### config.mk
export PLATFORM = sky130hd
export DESIGN_NAME = rx_pol_lock
export DESIGN_NICKNAME = d
export VERILOG_FILES = /design/src/rtl/rx_pol_pkg.sv /design/src/rtl/rx_pol_track.sv /design/src/rtl/rx_pol_confirm.sv /design/src/rtl/rx_pol_lock.sv
export SDC_FILE = /design/constraint.sdc
export NUM_CORES = 1
export LEC_CHECK = 0
export CORE_AREA = 3 3 40 42
export CTS_CLUSTER_DIAMETER = 50
export CTS_CLUSTER_SIZE = 24
export DETAILED_ROUTE_END_ITERATION = 6
export DIE_AREA = 0 0 43 45
export GPL_TIMING_DRIVEN = 0
export HOLD_SLACK_MARGIN = 0.15
export SYNTH_ARGS = -nofsm -noshare
export SYNTH_HDL_FRONTEND = slang
export SYNTH_SLANG_ARGS = --single-unit
### constraint.sdc
create_clock -name clk -period 1.1 [get_ports clk]
set_input_delay 0.22 -clock clk [delete_from_list [all_inputs] [get_ports clk]]
set_output_delay 0.22 -clock clk [all_outputs]
set_load 0.02 [all_outputs]
### src/rtl/rx_pol_pkg.sv
package rx_pol_pkg;

   localparam int unsigned AGREE_DEFAULT = 2;

   function automatic int unsigned agree_cnt_width(input int unsigned target);
      return $clog2(target + 1);
   endfunction

endpackage

### src/rtl/rx_pol_track.sv
module rx_pol_track (
   input  logic clk,
   input  logic rst_n,
   input  logic take_i,
   input  logic rev_i,
   output logic inv_o,
   output logic agree_o
);

   logic inv_q;

   // Each accepted packet loads its polarity; an agreeing one rewrites the same value.
   always_ff @(posedge clk or negedge rst_n) begin
      if (!rst_n)
         inv_q <= 1'b0;
      else if (take_i)
         inv_q <= rev_i;
   end

   assign inv_o   = inv_q;
   assign agree_o = (rev_i == inv_q);

endmodule

### src/rtl/rx_pol_confirm.sv
module rx_pol_confirm #(
   parameter int unsigned AGREE_TARGET = rx_pol_pkg::AGREE_DEFAULT
) (
   input  logic clk,
   input  logic rst_n,
   input  logic clear_i,
   input  logic take_i,
   input  logic agree_i,
   output logic lock_o
);

   generate
      if (AGREE_TARGET == 2) begin : g_flag
         logic seen_q;
         logic lock_q;

         always_ff @(posedge clk or negedge rst_n) begin
            if (!rst_n) begin
               seen_q <= 1'b0;
               lock_q <= 1'b0;
            end else if (clear_i) begin
               seen_q <= 1'b0;
               lock_q <= 1'b0;
            end else if (take_i) begin
               seen_q <= 1'b1;
               if (seen_q && agree_i)
                  lock_q <= 1'b1;
            end
         end

         assign lock_o = lock_q;
      end else begin : g_count
         localparam int unsigned CNT_W = rx_pol_pkg::agree_cnt_width(AGREE_TARGET);
         localparam logic [CNT_W-1:0] LAST = CNT_W'(AGREE_TARGET - 1);
         logic [CNT_W-1:0] cnt_q;
         logic             lock_q;

         always_ff @(posedge clk or negedge rst_n) begin
            if (!rst_n) begin
               cnt_q  <= '0;
               lock_q <= 1'b0;
            end else if (clear_i) begin
               cnt_q  <= '0;
               lock_q <= 1'b0;
            end else if (take_i) begin
               if (cnt_q == '0) begin
                  cnt_q <= CNT_W'(1);
               end else if (agree_i) begin
                  cnt_q <= cnt_q + CNT_W'(1);
                  if (cnt_q == LAST)
                     lock_q <= 1'b1;
               end else begin
                  cnt_q <= CNT_W'(1);
               end
            end
         end

         assign lock_o = lock_q;
      end
   endgenerate

endmodule

### src/rtl/rx_pol_lock.sv
module rx_pol_lock #(
   parameter int unsigned AGREE_TARGET = rx_pol_pkg::AGREE_DEFAULT
) (
   input  logic clk,
   input  logic rst_n,
   input  logic etd_valid_i,
   input  logic etd_rev_i,
   input  logic link_fail_i,
   output logic invert_o,
   output logic lock_o,
   output logic pol_o
);

   generate
      if (AGREE_TARGET < 2) begin : g_bad_target
         $error("rx_pol_lock: AGREE_TARGET must be at least 2");
      end
   endgenerate

   logic take;
   logic agree;
   logic inv;
   logic locked;

   // Link failure wins over a strobe; a frozen decision ignores strobes.
   assign take = etd_valid_i && !link_fail_i && !locked;

   rx_pol_track i_track (
      .clk     (clk),
      .rst_n   (rst_n),
      .take_i  (take),
      .rev_i   (etd_rev_i),
      .inv_o   (inv),
      .agree_o (agree)
   );

   rx_pol_confirm #(.AGREE_TARGET(AGREE_TARGET)) i_confirm (
      .clk     (clk),
      .rst_n   (rst_n),
      .clear_i (link_fail_i),
      .take_i  (take),
      .agree_i (agree),
      .lock_o  (locked)
   );

   assign invert_o = inv;
   assign lock_o   = locked;
   assign pol_o    = inv;

endmodule

Word-level counts from Yosys, hierarchy flattened. Cells that the tools add are included.

Input bits: 5. Register bits after elaboration: 3. Memory bits (writable): 0. Bits in read-only memories: 0. Word-level logic and storage cells: 17. Output and inout port bits: 3. Latch bits: 0. Memories: 0.

Multipliers: 0. Add/sub/neg operators: 0. Bitwise gates (word level): 0. Eq/ne operators: 1. Divide/modulo/power cells: 0. $lt $le $gt $ge: 0. Muxes and demuxes: 5. Shift-type cells: 0. Reduce and logical (&&, ||, !) cells: 8.

Operators with widths (count): two-way mux 1 bit (5); nonzero test 2 bit (2); logical AND 1 bit (3); zero test 1 bit (2); AND reduction 2 bit (1); equality test 1 bit (1).

Depth between registers and ports, before layout.
Word-level depth: 5. Depth in mapped cells: 2. Depth with buffers taken out: 2.

Hierarchy. Synthesis repeated with hierarchy kept, for this count alone.

Cell total of the unflattened synthesis: 11. Area total of the unflattened synthesis: 136.4 um^2.

By module, submodules not included: rx_pol_confirm (area an instance 67.6 um^2, seq. area each 50.0 um^2, cells an instance 6, times used 1); rx_pol_track (area an instance 48.8 um^2, seq. area each 25.0 um^2, cells an instance 3, times used 1); rx_pol_lock (area an instance 20.0 um^2, seq. area each 0.0 um^2, cells an instance 2, times used 1).

Worst setup path before layout. Ideal clock, no wire load.

Kind: flip-flop to flip-flop. Start: register i_confirm.g_flag.lock_q (netlist: i_confirm.lock_o). End: register i_track.inv_q (netlist: i_track.inv_o). Data arrival time: 961 ps. Period minus slack after synthesis: 1086 ps. Setup slack: 14 ps. Buffers on the path: 0. Required time: 975 ps. Setup time: 125 ps. Stages on the path, launching flop included: 3. Cells stage by stage: dfrtp_1 -> nor3b_2 -> mux2_4.

Word-level cells in the longest chain between the ends: 2.

RTL lines: from (decl) (line rx_pol_confirm.sv:15) `logic lock_q;`; from (signal assigned) (line rx_pol_confirm.sv:20) `lock_q <= 1'b0;`; from (signal assigned) (line rx_pol_confirm.sv:23) `lock_q <= 1'b0;`; from (signal assigned) (line rx_pol_confirm.sv:27) `lock_q <= 1'b1;`; zero test 1 bit (line rx_pol_lock.sv:26) `assign take = etd_valid_i && !link_fail_i && !locked;`; logical AND 1 bit (line rx_pol_lock.sv:26); to (signal assigned) (line rx_pol_track.sv:17) `inv_q <= rev_i;`; to (decl) (line rx_pol_track.sv:10) `logic inv_q;`.

No other way between the ends. A chain may end at the register's enable or synchronous reset.

Worst setup path in the final report. Same ends and word-level chain as after synthesis.

==> reports/qor.yml <==
syn_nets: 18
cts_tree: "done"
vias_per_cell: 3.308
hold_violations: 0
maxSlewHeadroom_pct: 88.97
antennaDiodeCount: 0
critPathTopFamily: "flip-flops"
antenna_left: 0
grt_pass1_vias: 140
finalWeightedCongestion: 0.6372
clock_sinks: 3
grt_pass1_wl_um: 579
cts_hold_buf: 0
antenna_found_initial: 0
period_minus_slack_ns: 1.029
clock_tree.buffer_depth: 2
htreeDepth: 1
io_pins: 8
yosys.cell_types.count: 10
finalCritPeriodShare_pct: 93.57
track_usage_pct: 5.008
cp.required_ns: 1.21
tightestPinTransition_ns: 0.1648
crit_path_top_delay_cell: "dfrtp_1"
slowest_delay_ns: 0.40
fp.dieW_um: 43
crit_type: "flip-flop to flip-flop"
path_cells: "nor3b_2 -> mux2_4"
path_buf_inv: 0
clkTransAtPathRegs_ns: 0.04
avgSynthCellArea_um2: 11.65
vias: 129
place_inst: 35
max_freq_mhz: 971.5
final_cell_mix: "clkbuf_4 (3), dfrtp_1 (3), inv_1 (2), clkdlybuf4s50_1 (2), buf_2 (2)"
finalMaxSlewViolations: 0
coreArea_um2: 1285
yosysSeqAreaShare_pct: 49.59
rows: 13
cp-start-kind: "flip-flop"
rsz0062_at_grt: "false"
clock_skew_ns: 0.0008803
irDropWorstVdd_v: 0.0004858
critPathCaptureType: "flip-flop"
syn_to_final_growth_pct: 71.07
crit_cells: 2
worstPathArrival_ns: 1.14
post-place-ws_ns: -0.2725
grt_max_degree: 5
fin_ws_ns: 0.07068
dieArea_um2: 1935
powerDensity_nw_per_um2: 1665
routed_wl_um: 340
die_y_um: 45
grt-ovfl-total: 0
drive_gt1_share_pct: 37.50
critPathMaxFanout: 4
rr_worst_depth: 2
ys_ff_latch: 3
cts_root_buf: "clkbuf_4"
detail_route.iter0.violations: 4
yosysWarnings: 0
first_pass_iters: 2
min_path_type: "input port to async pin"
p_leak_nw: 0.1268
max_cap_violations: 0
cts-buffers-inserted: 3
setup_viol: 0
insertion_delay_ns: 0.23
initial_core_util_pct: 11.78
drcViolationCount: 0
syn-cell-area_um2: 151.4
fin_util_pct: 20.16
synthCells: 13
wire_per_inst_um: 8.718
outcome: "complete, no violations"
layout.nets: 30
dpl.hpwl_um: 243.6
final_cells: 39
portBuffers: 7
[cell families after synthesis]
group,Yosys count,synth area share [%]
AOI/OAI and AO/OA,2,7.437
DFF,3,49.59
buffers and inverters,3,9.921
and+or+nand+nor,3,17.36
muxes,1,9.914
xor gates and xnor gates,1,5.786
[state kept, by name (all words and copies together), names as in the netlist]
| register | cells |
|---|---|
| i_confirm.lock_o | 1 |
| i_track.inv_o | 1 |
| i_confirm.g_flag.seen_q | 1 |
[cell usage after synthesis]
cell	instances	area [µm²]
a21oi_1	1	5.000
buf_4	1	7.510
dfrtp_1	3	75.07
inv_1	2	7.510
mux2_4	1	15.01
nand2b_1	1	6.260
nand3b_1	1	7.510
nor3b_2	1	12.51
o22ai_1	1	6.260
xor2_1	1	8.760
[per-layer routing]
metal / part of all wire [%] / vias up / GRT usage (%)
li1: - / 64 / -
met4: 5.0 / 0 / 9.036
met5: 0 / - / 0
met2: 44 / 7 / 4.790
met1: 42 / 56 / 5.340
met3: 8.8 / 2 / 2.789
[power breakdown]
part / switching, W / internal, W
clock: 0.0000570 / 0.000136
combinational: 0.0000471 / 0.0000578
sequential: 0.0000100 / 0.000123
total: 0.000114 / 0.000317
[final timing paths]
| check | from | to | slack (ns) |
|---|---|---|---|
| worst max-delay path | i_confirm.lock_o$_DFFE_PN0P_ | i_track.inv_o$_DFFE_PN0P_ | 0.07 |
| worst min-delay path | rst_n | i_confirm.g_flag.seen_q$_DFFE_PN0P_ | 0.17 |
| worst max register to register | i_confirm.lock_o$_DFFE_PN0P_ | i_track.inv_o$_DFFE_PN0P_ | 0.07 |
| worst min register to register | i_confirm.g_flag.seen_q$_DFFE_PN0P_ | i_confirm.g_flag.seen_q$_DFFE_PN0P_ | 0.52 |
| max in group asynchronous | rst_n | i_track.inv_o$_DFFE_PN0P_ | 0.80 |
| min in group clk | link_fail_i | i_confirm.g_flag.seen_q$_DFFE_PN0P_ | 0.25 |
[area by class of cell]
cell class | instances | area (µm²)
clock buffers | 4 | 26.28
fillers | 151 | 1026
inverters | 2 | 7.507
multi-input cells | 7 | 61.31
flip-flops and latches | 3 | 75.07
well taps | 15 | 18.77
repair buffers | 8 | 70.07
[stage by stage]
stage	power (W)	setup TNS, ns	instance area [µm²]	hold WS [ns]
after floorplan	0.0001932	0	151.4	-0.07559
after detailed placement	0.0002495	-0.7469	240.2	0.4126
after global routing	0.0004667	0	259.0	0.1666
final	0.0004313	0	259.0	0.1666
after CTS	0.0004633	0	267.8	0.1583
after global placement	0.0002488	-0.7160	240.2	0.4136
[repair_timing]
action                     in CTS  in global routing
setup buffers                   1                  0
setup endpoints to repair       4                  2
pin swaps                       1                  1
gates resized for setup        16                  1
Note: power is estimated with default switching activity, not from simulation.
